**config.mk**
```make
export PLATFORM = sky130hd
export DESIGN_NAME = seeprom_slave
export DESIGN_NICKNAME = d
export VERILOG_FILES = /design/src/rtl/seeprom_pkg.sv /design/src/rtl/seeprom_bus_events.sv /design/src/rtl/seeprom_addr_ctr.sv /design/src/rtl/seeprom_proto.sv /design/src/rtl/seeprom_slave.sv
export SDC_FILE = /design/constraint.sdc
export NUM_CORES = 1
export LEC_CHECK = 0
export BUFFER_PORTS_ARGS = -buffer_cell sky130_fd_sc_hd__buf_2
export CORE_MARGIN = 3
export CORE_UTILIZATION = 61
export CTS_CLUSTER_SIZE = 10
export DETAILED_ROUTE_END_ITERATION = 10
export PLACE_DENSITY = 0.87
export SLEW_MARGIN = 20
export SYNTH_ARGS = -nofsm -noshare
export SYNTH_HDL_FRONTEND = slang
export SYNTH_HIERARCHICAL = 1
export SYNTH_SLANG_ARGS = --single-unit
```
**constraint.sdc**
```tcl
create_clock -name clk -period 5.95 [get_ports clk]
set_input_delay 0.595 -clock clk [delete_from_list [all_inputs] [get_ports clk]]
set_output_delay 0.595 -clock clk [all_outputs]
set_load 0.02 [all_outputs]
```
**src/rtl/seeprom_pkg.sv**
```systemverilog
package seeprom_pkg;

    typedef enum logic [2:0] {
        ST_IDLE,
        ST_SEL,
        ST_ADDR,
        ST_WDATA,
        ST_RDATA
    } phase_t;

    typedef struct packed {
        logic start;
        logic stop;
        logic rise;
        logic fall;
    } bus_ev_t;

    localparam logic [3:0] DEV_TYPE = 4'b1010;

    // Select byte check: type nibble plus the chip-enable bits that are
    // not taken over by high address bits.
    function automatic logic sel_match(input logic [7:0] b,
                                       input logic [2:0] ce,
                                       input int hi_bits);
        logic ok;
        ok = (b[7:4] == DEV_TYPE);
        for (int i = 0; i < 3; i++) begin
            if (i >= hi_bits && b[i+1] != ce[i]) ok = 1'b0;
        end
        return ok;
    endfunction

endpackage

```
**src/rtl/seeprom_bus_events.sv**
```systemverilog
module seeprom_bus_events
    import seeprom_pkg::*;
(
    input  logic    clk,
    input  logic    rst,
    input  logic    scl_i,
    input  logic    sda_i,
    output bus_ev_t ev
);
    logic scl_q, sda_q;

    always_ff @(posedge clk) begin
        if (rst) begin
            scl_q <= 1'b1;
            sda_q <= 1'b1;
        end else begin
            scl_q <= scl_i;
            sda_q <= sda_i;
        end
    end

    always_comb begin
        ev.rise  = ~scl_q & scl_i;
        ev.fall  = scl_q & ~scl_i;
        ev.start = scl_q & scl_i & sda_q & ~sda_i;
        ev.stop  = scl_q & scl_i & ~sda_q & sda_i;
    end

endmodule

```
**src/rtl/seeprom_addr_ctr.sv**
```systemverilog
module seeprom_addr_ctr #(
    parameter int ADDR_W = 10,
    parameter int PAGE_W = 4
) (
    input  logic              clk,
    input  logic              rst,
    input  logic              ld_hi,
    input  logic [ADDR_W-1:0] hi_val,
    input  logic              ld_lo,
    input  logic [7:0]        lo_val,
    input  logic              inc_page,
    input  logic              inc_full,
    output logic [ADDR_W-1:0] addr
);
    localparam logic [ADDR_W-1:0] LO_MASK = ADDR_W'(8'hFF);
    localparam logic [ADDR_W-1:0] PG_MASK = ADDR_W'((1 << PAGE_W) - 1);

    logic [ADDR_W-1:0] addr_p1;
    assign addr_p1 = addr + ADDR_W'(1);

    always_ff @(posedge clk) begin
        if (rst) begin
            addr <= '0;
        end else if (ld_hi) begin
            addr <= (addr & LO_MASK) | (hi_val & ~LO_MASK);
        end else if (ld_lo) begin
            addr <= (addr & ~LO_MASK) | ADDR_W'(lo_val);
        end else if (inc_page) begin
            addr <= (addr & ~PG_MASK) | (addr_p1 & PG_MASK);
        end else if (inc_full) begin
            addr <= addr_p1;
        end
    end

    // full increment wraps at the top address
    p_full_wrap_r9: assert property (@(posedge clk) disable iff (rst)
        (inc_full && addr == {ADDR_W{1'b1}}) |=> (addr == '0));

    // page increment never leaves the page
    p_page_hold_r4: assert property (@(posedge clk) disable iff (rst)
        inc_page |=> ((addr & ~PG_MASK) == $past(addr & ~PG_MASK)));

endmodule

```
**src/rtl/seeprom_proto.sv**
```systemverilog
module seeprom_proto
    import seeprom_pkg::*;
#(
    parameter int ADDR_W = 10
) (
    input  logic              clk,
    input  logic              rst,
    input  bus_ev_t           ev,
    input  logic              sda_i,
    input  logic [2:0]        chip_en,
    input  logic              write_protect,
    input  logic              mem_busy,
    input  logic [7:0]        mem_rd_data,
    input  logic [ADDR_W-1:0] addr,
    output logic              drv,
    output logic              ctr_ld_hi,
    output logic [ADDR_W-1:0] ctr_hi_val,
    output logic              ctr_ld_lo,
    output logic [7:0]        ctr_lo_val,
    output logic              ctr_inc_page,
    output logic              ctr_inc_full,
    output logic              mem_wr_en,
    output logic [ADDR_W-1:0] mem_wr_addr,
    output logic [7:0]        mem_wr_data,
    output logic              mem_commit
);
    localparam int HI_W = ADDR_W - 8;

    phase_t     st;
    logic [3:0] bit_cnt;
    logic [7:0] sh;
    logic       in_ack;
    logic       wp_seen;
    logic       data_ok;
    logic       commit_arm;
    logic       tx_first;
    logic       mstr_ack;

    logic byte_end, ack_end, sel_ok, load_tx, busy_ev;

    assign byte_end = ev.fall && !ev.start && !ev.stop && st != ST_IDLE
                      && !in_ack && bit_cnt == 4'd8;
    assign ack_end  = ev.fall && !ev.start && !ev.stop && st != ST_IDLE && in_ack;
    assign sel_ok   = sel_match(sh, chip_en, HI_W);
    assign load_tx  = ack_end && st == ST_RDATA && (tx_first || mstr_ack);
    assign busy_ev  = ev.start && mem_busy;

    // high address bits carried by the select byte, if the array needs them
    generate
        if (HI_W > 0) begin : g_hi_bits
            assign ctr_hi_val = {sh[HI_W:1], 8'h00};
        end else begin : g_no_hi_bits
            assign ctr_hi_val = '0;
        end
    endgenerate

    assign ctr_ld_hi    = byte_end && st == ST_SEL && sel_ok;
    assign ctr_ld_lo    = byte_end && st == ST_ADDR;
    assign ctr_lo_val   = sh;
    assign ctr_inc_page = byte_end && st == ST_WDATA && !wp_seen;
    assign ctr_inc_full = load_tx;

    always_ff @(posedge clk) begin
        if (rst) begin
            st          <= ST_IDLE;
            bit_cnt     <= '0;
            sh          <= '0;
            in_ack      <= 1'b0;
            wp_seen     <= 1'b0;
            data_ok     <= 1'b0;
            commit_arm  <= 1'b0;
            tx_first    <= 1'b0;
            mstr_ack    <= 1'b0;
            drv         <= 1'b0;
            mem_wr_en   <= 1'b0;
            mem_wr_addr <= '0;
            mem_wr_data <= '0;
            mem_commit  <= 1'b0;
        end else begin
            mem_wr_en  <= 1'b0;
            mem_commit <= 1'b0;
            if (st == ST_SEL || st == ST_ADDR) wp_seen <= wp_seen | write_protect;

            if (ev.start) begin
                drv        <= 1'b0;
                in_ack     <= 1'b0;
                bit_cnt    <= '0;
                sh         <= '0;
                data_ok    <= 1'b0;
                commit_arm <= 1'b0;
                tx_first   <= 1'b0;
                mstr_ack   <= 1'b0;
                wp_seen    <= write_protect;
                st         <= busy_ev ? ST_IDLE : ST_SEL;
            end else if (ev.stop) begin
                drv        <= 1'b0;
                in_ack     <= 1'b0;
                st         <= ST_IDLE;
                mem_commit <= commit_arm;
                commit_arm <= 1'b0;
            end else if (st != ST_IDLE) begin
                if (ev.rise) begin
                    if (in_ack) begin
                        if (st == ST_RDATA) mstr_ack <= ~sda_i;
                    end else if (bit_cnt < 4'd8) begin
                        bit_cnt <= bit_cnt + 4'd1;
                        if (st != ST_RDATA) sh <= {sh[6:0], sda_i};
                    end
                end
                if (ev.fall) begin
                    commit_arm <= 1'b0;
                    if (in_ack) begin
                        in_ack  <= 1'b0;
                        bit_cnt <= '0;
                        drv     <= 1'b0;
                        if (st == ST_WDATA) commit_arm <= data_ok;
                        if (st == ST_RDATA) begin
                            tx_first <= 1'b0;
                            if (load_tx) begin
                                sh  <= mem_rd_data;
                                drv <= ~mem_rd_data[7];
                            end else begin
                                st <= ST_IDLE;
                            end
                        end
                    end else if (bit_cnt == 4'd8) begin
                        in_ack <= 1'b1;
                        case (st)
                            ST_SEL: begin
                                if (sel_ok) begin
                                    drv <= 1'b1;
                                    if (sh[0]) begin
                                        st       <= ST_RDATA;
                                        tx_first <= 1'b1;
                                    end else begin
                                        st <= ST_ADDR;
                                    end
                                end else begin
                                    in_ack <= 1'b0;
                                    st     <= ST_IDLE;
                                end
                            end
                            ST_ADDR: begin
                                drv     <= 1'b1;
                                data_ok <= 1'b0;
                                st      <= ST_WDATA;
                            end
                            ST_WDATA: begin
                                data_ok <= !wp_seen;
                                drv     <= !wp_seen;
                                if (!wp_seen) begin
                                    mem_wr_en   <= 1'b1;
                                    mem_wr_addr <= addr;
                                    mem_wr_data <= sh;
                                end
                            end
                            default: drv <= 1'b0;
                        endcase
                    end else if (st == ST_RDATA) begin
                        sh  <= {sh[6:0], 1'b0};
                        drv <= ~sh[6];
                    end
                end
            end
        end
    end

    // a start seen while busy leaves the engine idle and silent
    p_busy_deaf_r7: assert property (@(posedge clk) disable iff (rst)
        busy_ev |=> (st == ST_IDLE && !drv));

    // the line is only ever pulled after a clock falling edge
    p_drive_after_fall_r8: assert property (@(posedge clk) disable iff (rst)
        $rose(drv) |-> $past(ev.fall));

    // commit pulses only follow a stop condition
    p_commit_after_stop_r6: assert property (@(posedge clk) disable iff (rst)
        mem_commit |-> $past(ev.stop));

    // write strobes come only from the data phase
    p_wr_from_data_r4: assert property (@(posedge clk) disable iff (rst)
        mem_wr_en |-> $past(st == ST_WDATA));

    // an idle engine never pulls the line
    p_idle_released_r3: assert property (@(posedge clk) disable iff (rst)
        (st == ST_IDLE) |-> !drv);

endmodule

```
**src/rtl/seeprom_slave.sv**
```systemverilog
module seeprom_slave
    import seeprom_pkg::*;
#(
    parameter int ADDR_W = 10,
    parameter int PAGE_W = 4
) (
    input  logic              clk,
    input  logic              rst,
    input  logic              scl_i,
    input  logic              sda_i,
    input  logic [2:0]        chip_en,
    input  logic              write_protect,
    output logic              sda_drive_low,
    output logic              mem_wr_en,
    output logic [ADDR_W-1:0] mem_wr_addr,
    output logic [7:0]        mem_wr_data,
    output logic              mem_commit,
    input  logic              mem_busy,
    output logic [ADDR_W-1:0] mem_rd_addr,
    input  logic [7:0]        mem_rd_data
);
    bus_ev_t           ev;
    logic              ld_hi, ld_lo, inc_page, inc_full;
    logic [ADDR_W-1:0] hi_val, addr;
    logic [7:0]        lo_val;

    seeprom_bus_events u_events (
        .clk   (clk),
        .rst   (rst),
        .scl_i (scl_i),
        .sda_i (sda_i),
        .ev    (ev)
    );

    seeprom_addr_ctr #(.ADDR_W(ADDR_W), .PAGE_W(PAGE_W)) u_ctr (
        .clk      (clk),
        .rst      (rst),
        .ld_hi    (ld_hi),
        .hi_val   (hi_val),
        .ld_lo    (ld_lo),
        .lo_val   (lo_val),
        .inc_page (inc_page),
        .inc_full (inc_full),
        .addr     (addr)
    );

    seeprom_proto #(.ADDR_W(ADDR_W)) u_proto (
        .clk           (clk),
        .rst           (rst),
        .ev            (ev),
        .sda_i         (sda_i),
        .chip_en       (chip_en),
        .write_protect (write_protect),
        .mem_busy      (mem_busy),
        .mem_rd_data   (mem_rd_data),
        .addr          (addr),
        .drv           (sda_drive_low),
        .ctr_ld_hi     (ld_hi),
        .ctr_hi_val    (hi_val),
        .ctr_ld_lo     (ld_lo),
        .ctr_lo_val    (lo_val),
        .ctr_inc_page  (inc_page),
        .ctr_inc_full  (inc_full),
        .mem_wr_en     (mem_wr_en),
        .mem_wr_addr   (mem_wr_addr),
        .mem_wr_data   (mem_wr_data),
        .mem_commit    (mem_commit)
    );

    assign mem_rd_addr = addr;

endmodule

```
==> reports/qor.yml <==
sta:
  relSlewSlack: 0.278
  max_freq_mhz: 312
  slew_viol_final: 0
  fin_skew_ps: 7.22
  whs_ps: 492
  fin_crit_ps: 3200
  hold_violations: 0
  worst_pin_slew_ps: 1080
  setup_viol: 0
  finalSetupTns_ps: 0
  finalCritPeriodShare: 0.538
  rsz0062_at_grt: "no"
clock_tree:
  cts_hold_buf: 0
  htreeDepth: 2
  cts_max_path_buffers: 2
  cts_tree: "yes"
  cts-root-buf: "clkbuf_8"
  insertion_delay_ps: 310
  cts_setup_buffers: 0
  clkSlewWorstSetupHoldPaths_ps: 90
  cts.sinks: 54
  cts_made_buffers: 5
  cts-resized-gates: 0
layout:
  drive_gt1_frac: 0.172
  diodes: 0
  fillers: 371
  regArea_um2: 1080
  multi_input_area_um2: 1700
  layout.nets: 398
  finish.instance_area_um2: 3260
  final_core_util: 0.720
  areaGrowthSynthToFinish_pct: 9.72
outcome:
  outcome: "finished, final reports clean"
pwr:
  vdd_drop_max_mv: 0.126
  cellPowerDensity_nw_per_um2: 202
  leakagePower_nw: 1.36
setup_path:
  end_kind: "register"
  path_buf_inv: 1
  cpLargestDelayFamily: "simple AND/OR/NAND/NOR gates"
  crit_type: "input pin to register"
  path_max_fanout: 17
  critPathLaunchType: "input pin"
  cpMaxStageDelayCell: "nor2_1"
  max_stage_delay_ps: 790
  cp_cell_sequence: "buf_2 > nor2b_1 > nor3b_1 > nand2_1 > nor2_1 > nor3_1 > o21a_1 > o21ai_0 > a21oi_2"
  arrival_ps: 3370
  cp.required_ps: 6120
place:
  gp_congestion: 0.944
  dp_hpwl_um: 4880
  dpl-instance-area_um2: 3150
  port_buffers: 45
floorplan:
  io_pins: 48
  die-height_um: 75.8
  initial_core_util: 0.656
  rows: 24
  coreArea_um2: 4530
  dieArea_um2: 5750
  die_w_um: 75.8
synthesis:
  avgSynthCellArea_um2: 8.55
  synth_nets: 368
  mappedNetlistArea_um2: 2970
  yosysWarningCount: 6
  synth_cells: 348
global_routing:
  grt_use_met2: 0.407
  grt-busiest-layer: "met2"
  grt_pass1_vias: 2550
  use_met1: 0.371
  grt-ovfl-total: 0
  globalRouteMet3Util: 0.0449
  grt_usage: 0.264
  antenna_found_initial: 0
  grt_pass1_wl_um: 11800
  grt_max_degree: 39
drt:
  first_iter_violations: 266
  via_per_inst: 6.35
  wire_per_inst_um: 16.5
  vias: 2820
  drtAntennaViolNets: 0
  route.detailed.drc: 0
  dr.pass1.iters: 6
  routed_wirelength_um: 7320
worst_hold_path:
  hold_class: "register to register"
job:
  drv_cap: 0
==> where the power goes <==
part / switching (mW) / internal (mW) / leakage (nW)
Sequential: 0.00618 / 0.365 / 0.436
Clock: 0.115 / 0.124 / 0.0579
Combinational: 0.0311 / 0.0169 / 0.868
Total: 0.153 / 0.505 / 1.36
==> area by class of cell <==
cell class	instances	share of cell area
multi-input combinational	257	0.522
clock buffer	5	0.0211
sequential	54	0.331
inverter	13	0.0150
clock inverter	3	0.0123
tap	65	0.0249
timing repair buffer	47	0.0736
==> worst min-delay path, stage by stage (launching register included) <==
cell	delay (ps)
dfxtp_1	340
a32oi_1	60
nor2_1	70
==> final timing paths <==
check                           slack, ps            endpoint  cells past startpoint                from
worst max-delay path                 2750       u_ctr/addr[5]                      9               scl_i
worst min-delay path                  490  u_proto/commit_arm                      2  u_proto/commit_arm
worst max register to register       2760       u_ctr/addr[5]                      8      u_events/scl_q
worst min register to register        490  u_proto/commit_arm                      2  u_proto/commit_arm
==> sequential cells by signal, summed over array words and instances (netlist names), 3 cells and up <==
name / flops
u_proto/mem_wr_data: 8
u_proto/ctr_lo_val: 8
u_ctr/addr: 10
u_proto/st: 3
u_proto/bit_cnt: 4
u_proto/mem_wr_addr: 10
==> per-layer routing <==
layer	share of wire	routed length, µm
met5	0	0
met2	0.46	3380
met3	0.087	640
met4	0.014	99
met1	0.44	3200
==> per-stage QoR <==
| stage | setup WS (ps) | total power [mW] | std cells |
|---|---|---|---|
| finish | 2750 | 0.658 | 444 |
| global route | 2410 | 0.681 | 444 |
| CTS | 2830 | 0.660 | 444 |
| detailed placement | 2570 | 0.425 | 436 |
| global placement | 2660 | 0.424 | 436 |
| floorplan | 3390 | 0.412 | 348 |
==> placed cells by master (no fill, tap or decap), drive strengths merged, types with 5 or more instances in the layout <==
master / count
inv: 13
nor2b: 5
mux2i: 21
a21oi: 16
buf: 47
and3: 5
clkbuf: 5
o21ai: 24
nor2: 41
nor3: 7
nor3b: 6
or2: 5
nand3: 14
dfxtp: 54
o221ai: 6
a31oi: 5
and4b: 8
nand2: 17
o21a: 6
No activity file was read; power rests on OpenSTA's default activity.
